===== config.mk =====
export PLATFORM = sky130hd
export DESIGN_NAME = rtc_irq_status
export DESIGN_NICKNAME = d
export VERILOG_FILES = /design/src/rtl/rtc_irq_pkg.sv /design/src/rtl/rtc_tap_edge.sv /design/src/rtl/rtc_flag_bank.sv /design/src/rtl/rtc_irq_reduce.sv /design/src/rtl/rtc_status_port.sv /design/src/rtl/rtc_irq_status.sv
export SDC_FILE = /design/constraint.sdc
export NUM_CORES = 1
export LEC_CHECK = 0
export ABC_AREA = 1
export ABC_CLOCK_PERIOD_IN_PS = 800
export CAP_MARGIN = 20
export CORE_AREA = 2 2 39 41
export DETAILED_ROUTE_END_ITERATION = 7
export DIE_AREA = 0 0 41 43
export SYNTH_ARGS = -nofsm -noshare
export SYNTH_HDL_FRONTEND = slang
export SYNTH_SLANG_ARGS = --single-unit

===== constraint.sdc =====
create_clock -name clk -period 0.8 [get_ports clk]
set_input_delay 0.2 -clock clk [delete_from_list [all_inputs] [get_ports clk]]
set_output_delay 0.2 -clock clk [all_outputs]
set_load 0.005 [all_outputs]

===== src/rtl/rtc_irq_pkg.sv =====
package rtc_irq_pkg;
  localparam int REG_W    = 8;
  localparam int SRC_N    = 3;
  localparam int LOW_ZERO = REG_W - 1 - SRC_N;

  // flag vector order {periodic, alarm, update} lands in status bits 6..4
  localparam int FI_UPD = 0;
  localparam int FI_ALM = 1;
  localparam int FI_PER = 2;

  localparam logic ADDR_STATUS = 1'b0;
  localparam logic ADDR_VALID  = 1'b1;

  function automatic logic fn_request(input logic [SRC_N-1:0] flags,
                                      input logic [SRC_N-1:0] en);
    return |(flags & en);
  endfunction

  function automatic logic [REG_W-1:0] fn_status_word(input logic req,
                                                      input logic [SRC_N-1:0] flags);
    return {req, flags, {LOW_ZERO{1'b0}}};
  endfunction

  function automatic logic [REG_W-1:0] fn_valid_word();
    return {1'b1, {(REG_W-1){1'b0}}};
  endfunction
endpackage


===== src/rtl/rtc_tap_edge.sv =====
module rtc_tap_edge (
  input  logic clk,
  input  logic rst,
  input  logic lvl,
  output logic rise
);
  logic lvl_q;

  always_ff @(posedge clk) begin
    // during reset track the level so no false edge follows
    lvl_q <= lvl;
  end

  assign rise = lvl & ~lvl_q & ~rst;
endmodule


===== src/rtl/rtc_flag_bank.sv =====
module rtc_flag_bank #(
  parameter int N = 3
) (
  input  logic         clk,
  input  logic         rst,
  input  logic [N-1:0] evt,
  input  logic         clr,
  output logic [N-1:0] flags
);
  for (genvar i = 0; i < N; i++) begin : g_cell
    logic f_q;
    always_ff @(posedge clk) begin
      if (rst)         f_q <= 1'b0;
      else if (evt[i]) f_q <= 1'b1;   // event wins over a same-cycle clear
      else if (clr)    f_q <= 1'b0;
    end
    assign flags[i] = f_q;
  end
endmodule


===== src/rtl/rtc_irq_reduce.sv =====
module rtc_irq_reduce
  import rtc_irq_pkg::*;
(
  input  logic             clk,
  input  logic             rst,
  input  logic [SRC_N-1:0] flags,
  input  logic [SRC_N-1:0] en,
  output logic             req_q
);
  always_ff @(posedge clk) begin
    if (rst) req_q <= 1'b0;
    else     req_q <= fn_request(flags, en);
  end
endmodule


===== src/rtl/rtc_status_port.sv =====
module rtc_status_port
  import rtc_irq_pkg::*;
(
  input  logic             clk,
  input  logic             rd_en,
  input  logic             rd_addr,
  input  logic             req,
  input  logic [SRC_N-1:0] flags,
  output logic [REG_W-1:0] rd_data,
  output logic             clr
);
  logic [REG_W-1:0] rd_q;

  assign clr = rd_en & (rd_addr == ADDR_STATUS);

  always_ff @(posedge clk) begin
    if (rd_en) begin
      if (rd_addr == ADDR_VALID) rd_q <= fn_valid_word();
      else                       rd_q <= fn_status_word(req, flags);
    end
  end

  assign rd_data = rd_q;
endmodule


===== src/rtl/rtc_irq_status.sv =====
module rtc_irq_status
  import rtc_irq_pkg::*;
(
  input  logic             clk,
  input  logic             rst,
  input  logic             tick_lvl,
  input  logic             alarm_hit,
  input  logic             upd_done,
  input  logic             en_per,
  input  logic             en_alm,
  input  logic             en_upd,
  input  logic             rd_en,
  input  logic             rd_addr,
  output logic [REG_W-1:0] rd_data,
  output logic             irq_n
);
  // named internal events, visible to the checker
  logic             per_evt;
  logic [SRC_N-1:0] evt_vec;
  logic [SRC_N-1:0] en_vec;
  logic [SRC_N-1:0] flag_vec;
  logic             rd_clear;
  logic             req_q;

  rtc_tap_edge u_tap (
    .clk (clk),
    .rst (rst),
    .lvl (tick_lvl),
    .rise(per_evt)
  );

  always_comb begin
    evt_vec         = '0;
    evt_vec[FI_PER] = per_evt;
    evt_vec[FI_ALM] = alarm_hit;
    evt_vec[FI_UPD] = upd_done;
    en_vec          = '0;
    en_vec[FI_PER]  = en_per;
    en_vec[FI_ALM]  = en_alm;
    en_vec[FI_UPD]  = en_upd;
  end

  rtc_flag_bank #(.N(SRC_N)) u_flags (
    .clk  (clk),
    .rst  (rst),
    .evt  (evt_vec),
    .clr  (rd_clear),
    .flags(flag_vec)
  );

  rtc_irq_reduce u_req (
    .clk  (clk),
    .rst  (rst),
    .flags(flag_vec),
    .en   (en_vec),
    .req_q(req_q)
  );

  rtc_status_port u_port (
    .clk    (clk),
    .rd_en  (rd_en),
    .rd_addr(rd_addr),
    .req    (req_q),
    .flags  (flag_vec),
    .rd_data(rd_data),
    .clr    (rd_clear)
  );

  assign irq_n = ~req_q;
endmodule


==> results <==
[power by group]
group	leakage (nW)	switching (W)	internal, W
registers	0.0825	0.0000111	0.000511
logic	0.157	0.0000491	0.0000688
clock network	0.0150	0.000155	0.000192
total	0.255	0.000215	0.000772
[synth_stat cells]
cell      instances
inv_1             9
nor2_1            3
dfxtp_1           5
nand3_1           1
edfxtp_1          4
buf_4             4
a21oi_1           3
nand2_1           9
conb_1            1
nand2_2           1
inv_2             1
[metrics by stage]
stage	setup slack [ns]	util (%)
2_1_floorplan	0.163	-
3_3_place_gp	-0.320	37.0
3_5_place_dp	-0.340	37.0
4_1_cts	-0.165	36.9
5_1_grt	-0.196	37.4
6_report	-0.147	37.4
[worst max path at each step]
stage / start / to / slack [ns] / cells after the start
2_1_floorplan: u_req.req_q$_SDFF_PP0_ / u_port.rd_data[7]$_SDFFCE_PP1P_ / 0.16 / 2
3_3_place_gp: rd_en / u_flags.g_cell[2].f_q$_SDFFE_PP0P_ / -0.32 / 4
3_5_place_dp: rd_en / u_flags.g_cell[1].f_q$_SDFFE_PP0P_ / -0.34 / 4
4_1_cts: u_port.rd_data[4]$_SDFFCE_PP0P_ / rd_data[4] / -0.17 / 1
5_1_grt: u_port.rd_data[4]$_SDFFCE_PP0P_ / rd_data[4] / -0.20 / 1
6_report: u_port.rd_data[4]$_SDFFCE_PP0P_ / rd_data[4] / -0.15 / 1
[state kept, by name, indices dropped and copies added, names as in the netlist]
name	flops
u_flags.g_cell.f_q	3
u_port.rd_data	4
u_req.req_q	1
u_tap.lvl_q	1
[metal layers]
metal | global-route usage [%] | up-vias
met5 | 0 | -
met4 | 6.00 | 0
met3 | 6.81 | 2
met2 | 11.6 | 19
met1 | 7.95 | 112
li1 | - | 149
[area by class of cell]
cell class	count	area [um^2]	share of cell area, %
flip-flops and latches	9	221	42.8
inverters	10	37.5	7.25
well taps	16	20.0	3.86
repair buffers	15	126	24.4
clock buffers	4	26.3	5.07
multi-input cells	21	86.3	16.7
[logic make-up (layout without fill, tap and decap cells)]
kind of cell | Yosys count | count (layout)
buffers and inverters | 14 | 29
DFF | 9 | 9
and+or+nand+nor | 14 | 14
AOI/OAI and AO/OA | 3 | 3
other | 1 | 4
[repair_timing]
| item | in CTS | in global routing |
|---|---|---|
| endpoints found under the setup margin | 12 | 5 |
| gates cloned | 0 | 0 |
| resized for setup | 22 | 3 |
| hold buffers | 0 | 0 |
| setup buffers | 0 | 0 |
==> reports/summary.txt <==
WL final: 573 um
ANT cells: 0
Area after DPL: 512 um^2
Pwr dens: 1910 mW/mm^2
Proportion of synthesized area in mux cells: 0%
Status: finished with violations
Startpoint Class: flop
Total gr overflow: 0
Clock sink total: 9
Initial antenna violation count: 0
Largest delay contributor family on the critical path: flip-flops
DP Cell Count: 71
Top cell type's share of synthesized area: 33.1%
Clk root buf: clkbuf_4
Total GRT Usage: 8.41%
Top post-synthesis cells by area: edfxtp_1 (33%), dfxtp_1 (28%), inv_1 (9.3%)
Yosys cell types: 11
Core area: 0.00138 mm^2
Top Layer Used: met4
Failing checks: setup timing
Synth area leader: edfxtp_1
Clock slew at the register clock pins of the worst setup and hold paths: 0.06 ns
Crit-path slowest cell: edfxtp_1
Min-Delay Endpoint: u_tap.lvl_q$_DFF_P_
Post-synthesis cell count: 41
Detail Route met2 WL: 233 um
Vias in the first global route: 251
Drt wl/cell: 7.64 um
Unrepaired setup endpoints after global routing: true
Most frequent cells in the layout: nand2_1 (9), inv_1 (8), clkdlybuf4s50_1 (7)
Post-synthesis simple-gate area fraction: 15.5%
Largest net degree at the start of global routing: 6
Critical path arrival: 0.75 ns
Routability cong.: 0.720
Maximum VDD drop: 0.816 mV
First-pass GRT wire length: 897 um
Design Area, Final: 518 um^2
I/O pin cnt: 19
Number of remaining DRC errors: 0
Synth warnings: 0
Total Power: 0.000988 W
Die height: 43 um
Htree depth: 1
Main combinational cell family by area after synthesis: buffers and inverters
Leak: 0.255 nW
Non-filler cells, final: 75
Synth Register Bits: 9
WHS: 0.420 ns
Final worst-path cycle share: 118%
Met3 Wirelength: 103 um
Rows: 14
CP cell instances: buf_2
Max-Cap Viols: 0
DIE AREA: 0.00176 mm^2
Max Buffers Root-to-Sink: 2
Worst setup margin: -0.147 ns
Largest fanout on the critical path: 1
Via-to-Cell Ratio: 3.76
Worst R2R Start: u_req.req_q$_SDFF_PP0_
Starting DRT DRC Count: 0
Final hold vios: 0
Buffers added on ports: 14
M1 WL: 214 um
Num CTS Buffers: 3
Sequential area share after synthesis: 60.7%
Synth Area per Inst: 8.85 um^2
Worst Skew: 0.00187 ns
Crit path required time: 0.60 ns
Hold Path Cell Cnt: 1
CP Capture Type: primary output
TritonCTS clock tree: built
Hold Crit Class: in2reg
Detail Route Antenna Nets: 0
Worst-Skew Late Latency: 0.26 ns
Final setup viols: 5
Post-DP HPWL: 460 um
Max Freq: 1060 MHz
Growth of design area from synthesis to finish: 42.8%
Hold Path Origin: tick_lvl
Die width: 41 um
Pins Over Slew Limit: 0
Critical Path Max Stage Delay: 0.36 ns
Most common cell after layout, fill and taps aside: nand2_1
Final min period: 0.947 ns
Reg2reg end: u_port.rd_data[7]$_SDFFCE_PP1P_
Critical path class: reg2out
Synth Area in XOR/XNOR: 0%
R2R setup slack: 0.07 ns
CP bufs+invs: 1
Nets: 70
Pre-Repair DR Iteration Count: 1
Adder-cell share of the synthesized area: 0%
Compound-Gate Fraction of Synth Area: 4.14%
Mapped Area: 363 um^2
Via count: 282
TNS Setup: -0.688 ns
Fillers: 156
Reg2Reg Depth: 3
Fraction of layout cells with a size suffix above 1: 22.0%
Starting Density: 26.2%
Note: power is estimated with default switching activity, not from simulation.
